===== src/rtl/dbg_entry_pkg.sv =====
package dbg_entry_pkg;
  localparam int MODE_W  = 5;
  localparam int KEPT_N  = 3;
  localparam int K_IRQ   = 0;
  localparam int K_FIQ   = 1;
  localparam int K_ABT   = 2;

  typedef enum logic [MODE_W-1:0] {
    MODE_USR = 5'b10000,
    MODE_FIQ = 5'b10001,
    MODE_IRQ = 5'b10010,
    MODE_ABT = 5'b10111
  } cpu_mode_e;

  // Mode on debug entry: a watchpointed abort beats FIQ, FIQ beats IRQ.
  function automatic cpu_mode_e pick_entry_mode(input logic fiq,
                                                input logic irq,
                                                input logic wpt_abort);
    if (wpt_abort)  return MODE_ABT;
    else if (fiq)   return MODE_FIQ;
    else if (irq)   return MODE_IRQ;
    else            return MODE_USR;
  endfunction

  // Which overridden events get recorded at entry.
  function automatic logic [KEPT_N-1:0] entry_kept_bits(input logic fiq,
                                                        input logic irq,
                                                        input logic wpt_abort);
    logic [KEPT_N-1:0] b;
    b        = '0;
    b[K_IRQ] = irq;
    b[K_FIQ] = fiq;
    b[K_ABT] = wpt_abort;
    return b;
  endfunction
endpackage


===== src/rtl/dbg_trigger_arb.sv =====
module dbg_trigger_arb
  import dbg_entry_pkg::*;
(
  input  logic              halt_req,
  input  logic              bkpt_hit,
  input  logic              wpt_hit,
  input  logic              irq,
  input  logic              fiq,
  input  logic              dabort,
  input  logic              in_debug,
  output logic              enter,
  output cpu_mode_e         entry_mode,
  output logic [KEPT_N-1:0] entry_kept
);
  logic any_trig;
  logic wpt_abort;

  always_comb begin
    any_trig   = halt_req | bkpt_hit | wpt_hit;
    wpt_abort  = wpt_hit & dabort;
    enter      = any_trig & ~in_debug;
    entry_mode = pick_entry_mode(fiq, irq, wpt_abort);
    entry_kept = entry_kept_bits(fiq, irq, wpt_abort);
  end
endmodule


===== src/rtl/dbg_state_ctrl.sv =====
module dbg_state_ctrl
  import dbg_entry_pkg::*;
(
  input  logic      clk,
  input  logic      rst_n,
  input  logic      enter,
  input  logic      restart,
  input  cpu_mode_e entry_mode,
  output logic      in_debug,
  output cpu_mode_e mode,
  output logic      irq_mask,
  output logic      leave
);
  logic exit_tail;

  assign leave    = in_debug & restart;
  assign irq_mask = in_debug | exit_tail;

  always_ff @(posedge clk or negedge rst_n) begin
    if (!rst_n) begin
      in_debug  <= 1'b0;
      mode      <= MODE_USR;
      exit_tail <= 1'b0;
    end else begin
      exit_tail <= leave;
      if (enter) begin
        in_debug <= 1'b1;
        mode     <= entry_mode;
      end else if (leave) begin
        in_debug <= 1'b0;
        mode     <= MODE_USR;
      end
    end
  end
endmodule


===== src/rtl/dbg_kept_flags.sv =====
module dbg_kept_flags
  import dbg_entry_pkg::*;
(
  input  logic              clk,
  input  logic              rst_n,
  input  logic              enter,
  input  logic              leave,
  input  logic              clr,
  input  logic [KEPT_N-1:0] entry_kept,
  output logic [KEPT_N-1:0] kept
);
  for (genvar i = 0; i < KEPT_N; i++) begin : g_flag
    always_ff @(posedge clk or negedge rst_n) begin
      if (!rst_n)            kept[i] <= 1'b0;
      else if (enter)        kept[i] <= entry_kept[i];
      else if (leave || clr) kept[i] <= 1'b0;
    end
  end
endmodule


===== src/rtl/dbg_entry_ctrl.sv =====
module dbg_entry_ctrl
  import dbg_entry_pkg::*;
(
  input  logic              clk,
  input  logic              rst_n,
  input  logic              halt_req_i,
  input  logic              bkpt_hit_i,
  input  logic              wpt_hit_i,
  input  logic              irq_i,
  input  logic              fiq_i,
  input  logic              dabort_i,
  input  logic              restart_i,
  input  logic              clr_kept_i,
  output logic              in_debug_o,
  output logic [MODE_W-1:0] mode_o,
  output logic              irq_mask_o,
  output logic              irq_kept_o,
  output logic              fiq_kept_o,
  output logic              abt_kept_o,
  output logic [KEPT_N:0]   status_o
);
  logic              enter_w;
  logic              leave_w;
  cpu_mode_e         entry_mode_w;
  cpu_mode_e         mode_w;
  logic [KEPT_N-1:0] entry_kept_w;
  logic [KEPT_N-1:0] kept_w;

  dbg_trigger_arb u_arb (
    .halt_req   (halt_req_i),
    .bkpt_hit   (bkpt_hit_i),
    .wpt_hit    (wpt_hit_i),
    .irq        (irq_i),
    .fiq        (fiq_i),
    .dabort     (dabort_i),
    .in_debug   (in_debug_o),
    .enter      (enter_w),
    .entry_mode (entry_mode_w),
    .entry_kept (entry_kept_w)
  );

  dbg_state_ctrl u_state (
    .clk        (clk),
    .rst_n      (rst_n),
    .enter      (enter_w),
    .restart    (restart_i),
    .entry_mode (entry_mode_w),
    .in_debug   (in_debug_o),
    .mode       (mode_w),
    .irq_mask   (irq_mask_o),
    .leave      (leave_w)
  );

  dbg_kept_flags u_kept (
    .clk        (clk),
    .rst_n      (rst_n),
    .enter      (enter_w),
    .leave      (leave_w),
    .clr        (clr_kept_i),
    .entry_kept (entry_kept_w),
    .kept       (kept_w)
  );

  assign mode_o     = mode_w;
  assign irq_kept_o = kept_w[K_IRQ];
  assign fiq_kept_o = kept_w[K_FIQ];
  assign abt_kept_o = kept_w[K_ABT];
  assign status_o   = {kept_w, in_debug_o};
endmodule


===== config.mk =====
export PLATFORM = sky130hd
export DESIGN_NAME = dbg_entry_ctrl
export DESIGN_NICKNAME = d
export VERILOG_FILES = /design/src/rtl/dbg_entry_pkg.sv /design/src/rtl/dbg_trigger_arb.sv /design/src/rtl/dbg_state_ctrl.sv /design/src/rtl/dbg_kept_flags.sv /design/src/rtl/dbg_entry_ctrl.sv
export SDC_FILE = /design/constraint.sdc
export NUM_CORES = 1
export LEC_CHECK = 0
export BUFFER_PORTS_ARGS = -buffer_cell sky130_fd_sc_hd__clkbuf_2
export CAP_MARGIN = 0
export CORE_AREA = 2 2 39 41
export CTS_CLUSTER_DIAMETER = 40
export DETAILED_ROUTE_END_ITERATION = 10
export DIE_AREA = 0 0 41 43
export PLACE_DENSITY = 0.67
export SLEW_MARGIN = 20
export SYNTH_ARGS = -nofsm -noshare
export SYNTH_HDL_FRONTEND = slang
export SYNTH_SLANG_ARGS = --single-unit

===== constraint.sdc =====
create_clock -name clk -period 1.4 [get_ports clk]
set_input_delay 0 -clock clk [delete_from_list [all_inputs] [get_ports clk]]
set_output_delay 0 -clock clk [all_outputs]
set_load 0.02 [all_outputs]

# Word level (Yosys, flattened, before mapping)
# Cells that the tools add are included.
# W data, S select, Z words.
# word_totals
ff_bits	10
in_bits	10
output_inout_bits	14
elab_cells	27
# op_classes
mux	11
bitwise_logic	7
n_reduce_logical	3
# ops
op	n
$mux W5	4
$mux W1	6
$reduce_bool A2 Y1	2
$and A1 B1 Y1	3
$or A1 B1 Y1	3
$mux W2	1
$logic_or A1 B1 Y1	1
$not A1 Y1	1

# Longest topological paths before layout
# depth
word_depth	4
depth_mapped	3
depth_no_buf	3

# Cells and area by module
# From an unflattened synthesis, not the netlist that was laid out.
# hier_totals
cells_unflattened	53
hier_area_um2	533.0
# by_module_without_submodules
mod	instances	cells_each	area_each_um2	seq_area_each_um2
dbg_state_ctrl	1	24	295.3	176.4
dbg_kept_flags	1	10	123.9	75.1
dbg_trigger_arb	1	15	83.8	0.0
dbg_entry_ctrl	1	4	30.0	0.0

# Least setup slack after synthesis
# Ideal clock, no wire load.
# synth_timing
path_type	reg-to-reg
startpoint	reg u_state.in_debug
endpoint	reg u_kept.kept[0]
setup_time_ns	0.079
arrival_time_ns	1.025
required_ns	1.321
slack_ns	0.296
stages_incl_launch_ff	3
n_path_buf	0
period_less_slack_ns	1.104
path_cell_list	dfrtp_1 nor2_1 mux2i_1
# synth_between
elab_chain_len	3
elab_cells_between_ends	6
cone_classes	mux (1); bitwise (3); reduce/logical (2)
# synth_lines
element	line_no	text
start, declared	dbg_state_ctrl.sv:9	output logic in_debug,
start signal, assigned	dbg_state_ctrl.sv:21	in_debug <= 1'b0;
start signal, assigned	dbg_state_ctrl.sv:27	in_debug <= 1'b1;
start signal, assigned	dbg_state_ctrl.sv:30	in_debug <= 1'b0;
$and A1 B1 Y1 / $not A1 Y1 (equally long branches)	dbg_state_ctrl.sv:16, dbg_trigger_arb.sv:21	
$logic_or A1 B1 Y1 / $and A1 B1 Y1 (equally long branches)	dbg_kept_flags.sv:16, dbg_trigger_arb.sv:21	
$reduce_bool A2 Y1 (no line) / $mux W1 (equally long branches)	--	
end signal, assigned by index	dbg_kept_flags.sv:15	else if (enter) kept[i] <= entry_kept[i];
end, declared	dbg_kept_flags.sv:10	output logic [KEPT_N-1:0] kept
# Several ways; a longest one is shown, not always the timed one.
# A chain may end at the register's enable or synchronous reset.

# Worst setup path in the final report
# layout_timing
startpoint	reg u_state.in_debug
endpoint	out irq_mask_o
# layout_between
elab_chain_len	1
# layout_lines
element	line_no	text
$or A1 B1 Y1	dbg_state_ctrl.sv:17	assign irq_mask = in_debug | exit_tail;
end, declared	dbg_entry_ctrl.sv:16	output logic irq_mask_o,
# No other way between the ends.

==> flow_summary_export.csv <==
group,metric,value,unit
sta,clock_skew,5.239,ps
grt,grt_max_degree,10,
finish,area_delta_synth_final,31.01,%
routing,viasPerCell,4.312,
power_and_ir_drop,p_clk_share,29.6,%
yosys,yosys_warnings,0,
worst_setup_path,worstPathArrival,1180,ps
floorplan,fp.coreArea,0.001384,mm^2
yosys,postSynthCellCount,41,
min_path,min_path_cells,2,
flow_run,drv_cap,0,
power_and_ir_drop,switching_share,32.03,%
yosys,synth_common_cells,"dfrtp_1 (8), nand2_1 (7), buf_4 (6), inv_1 (4), mux2i_1 (4)",
worst_setup_path,critPathCaptureType,"output pin",
place,port_buffers,21,
finish,final_core_util,37.43,%
finish,antenna_cells,0,
routing,first_pass_iters,4,
finish,fin_nets,73,
sta,fin_crit,1185,ps
power_and_ir_drop,power.share.sequential,45.5,%
power_and_ir_drop,power,599.2,uW
place,gp_congestion,0.7940,
yosys,synth.most_common_cell,"dfrtp_1",
worst_setup_path,path_class,"flop to output pin",
grt,grt_pass1_vias,300,
power_and_ir_drop,p_sw,191.9,uW
clock_tree,cts_tree,"built",
finish,finish.instance_area,518.0,um^2
routing,drc,0,
grt,antenna_found_initial,0,
sta,rsz0062_at_grt,"no",
routing,vias,332,
worst_setup_path,cp.required,1400,ps
min_path,hold_class,"input pin to flop",
floorplan,start_util,28.57,%
sta,setup_tns,0,ps
yosys,synth_top_family_by_area,"buffers and inverters",
yosys,yosys.area_share.simple,12.97,%
yosys,yosys.area_share.adder,0,%
routing,drt-total-wl,804,um
clock_tree,clk_path_buf_depth,2,
floorplan,boundaryPins,24,
floorplan,rows,14,
place,place_area,475.5,um^2
floorplan,die_h,43,um
yosys,synthesis.area,395.4,um^2
finish,fillers,144,
clock_tree,worst_skew_pair.late_latency,250,ps
routing,wire_per_inst,10.44,um
grt,grt_use_total,10.25,%
status,outcome,"finished clean",
sta,period_share,84.63,%
grt,overflow,0,
power_and_ir_drop,irDropWorstVdd,0.4363,mV
sta,max_freq,0.8440,GHz
clock_tree,clk_pin_slew_worst_paths,60,ps
power_and_ir_drop,leakage,0.0002887,uW
floorplan,die-area,0.001763,mm^2
worst_setup_path,critPathMaxFanout,9,
yosys,synth_top_area_share,50.63,%
yosys,ys_ff_latch,8,
yosys,ys_types,14,
yosys,synth_top_flop_cell,"dfrtp_1",
power_and_ir_drop,power_frac_comb,24.8,%
yosys,synth_xor_area_share,0,%
clock_tree,cts_num_sinks,8,
place,dp_hpwl,631.8,um
worst_setup_path,start_kind,"flop",
grt,grt_first_pass_wirelength,1173,um
sta,maxSlewViolCount,0,
finish,drive_gt1_share,42.62,%
yosys,avgSynthCellArea,9.643,um^2
yosys,synth_top_area_cell,"dfrtp_1",
yosys,synth.area.top_cells,"dfrtp_1 (51%), buf_4 (11%), mux2i_1 (10%), nand2_1 (6.6%), inv_1 (3.8%)",
yosys,yosysSeqAreaShare,50.63,%
clock_tree,h-tree-depth,1,
floorplan,fp.dieW,41,um
yosys,synth_edf_count,0,
yosys,synthMuxAreaShare,10.13,%
sta,final_hold_viol_count,0,
clock_tree,cts_made_buffers,3,
power_and_ir_drop,power.density,1157,mW/mm^2
clock_tree,cts_setup_buffers,0,
routing,drtIter0Drc,11,
routing,ant_nets,0,
worst_setup_path,rr_worst_depth,2,
yosys,synth_compound_area_share,9.177,%
sta,setup_violations,0,
yosys,synth.net_count,51,
power_and_ir_drop,power.internal,407.2,uW
yosys,postSynth.asyncResetShare,100.0,%
clock_tree,clockRootBuffer,"clkbuf_4",
[sequential cells by signal, summed over array words and instances, names as in the netlist]
signal             count
u_state.mode           3
u_state.in_debug       1
u_kept.kept            3
u_state.exit_tail      1
[worst max-delay path, stage by stage (launching register included)]
cell and delay (ps):
dfrtp_1 460, or2_2 320, clkbuf_2 150
[power groups by stage]
stage | clock network (uW) | registers [uW] | logic [uW]
floorplan | 0 | 301 | 77.6
global placement | 0 | 277 | 145
detailed placement | 0 | 277 | 145
CTS | 181 | 273 | 151
global route | 202 | 276 | 161
finish | 178 | 273 | 149
[path summary, 6_finish.rpt]
| kind | start | to | slack, ps |
|---|---|---|---|
| worst max-delay path | u_state.in_debug$_DFFE_PN0P_ | irq_mask_o | 220 |
| worst min-delay path | restart_i | u_state.mode[0]$_DFFE_PN0P_ | 1 |
| worst max register to register | u_state.in_debug$_DFFE_PN0P_ | u_state.mode[2]$_DFFE_PN0P_ | 280 |
| worst min register to register | u_state.mode[1]$_DFFE_PN0P_ | u_state.mode[1]$_DFFE_PN0P_ | 550 |
| max in group asynchronous | rst_n | u_kept.kept[1]$_DFFE_PN0P_ | 1100 |
| min in group asynchronous | rst_n | u_state.in_debug$_DFFE_PN0P_ | 120 |
[cell type report]
| class | instances | area (um^2) | area share (%) |
|---|---|---|---|
| well taps | 16 | 20.02 | 3.865 |
| inverters | 4 | 15.01 | 2.899 |
| clock buffers | 3 | 22.52 | 4.348 |
| multi-input cells | 23 | 135.1 | 26.09 |
| repair buffers | 23 | 125.1 | 24.15 |
| flip-flops and latches | 8 | 200.2 | 38.65 |
[routing by layer]
metal | GRT usage, % | up-vias | wire (um)
met3 | 1.571 | 3 | 35
met2 | 15.00 | 13 | 385
li1 | - | 166 | -
met4 | 10.00 | 0 | 23
met5 | 0 | - | 0
met1 | 11.67 | 150 | 359
[placed cells by master (no fill, tap or decap), types with 2 or more instances in the layout]
cell / count
clkbuf_2: 21
dfrtp_1: 8
nand2_1: 7
inv_1: 4
mux2i_1: 4
clkbuf_4: 3
o21ai_0: 2
a21oi_1: 2
conb_1: 2
dlygate4sd3_1: 2
[what timing repair did]
item | 4_1_cts | 5_1_grt
setup endpoints to repair | 0 | 0
hold buffers | 2 | 0
gates resized for setup | 0 | 0
endpoints found under the hold margin | 9 | 0
[metrics by stage]
stage / hold slack, ps / setup slack (ps) / instances
final: 1.433 / 215.2 / 77
after detailed placement: -141.3 / 276.6 / 72
after CTS: 1.640 / 204.6 / 77
after global routing: 6.920 / 152.7 / 77
after floorplan: -295.6 / 295.8 / 41
after global placement: -141.3 / 282.7 / 72
[logic make-up after synthesis]
group | Yosys count
and+or+nand+nor | 11
AOI/OAI and AO/OA | 6
other | 2
muxes | 4
DFF | 8
buffers and inverters | 10
Power figures use the tool's default switching activity.
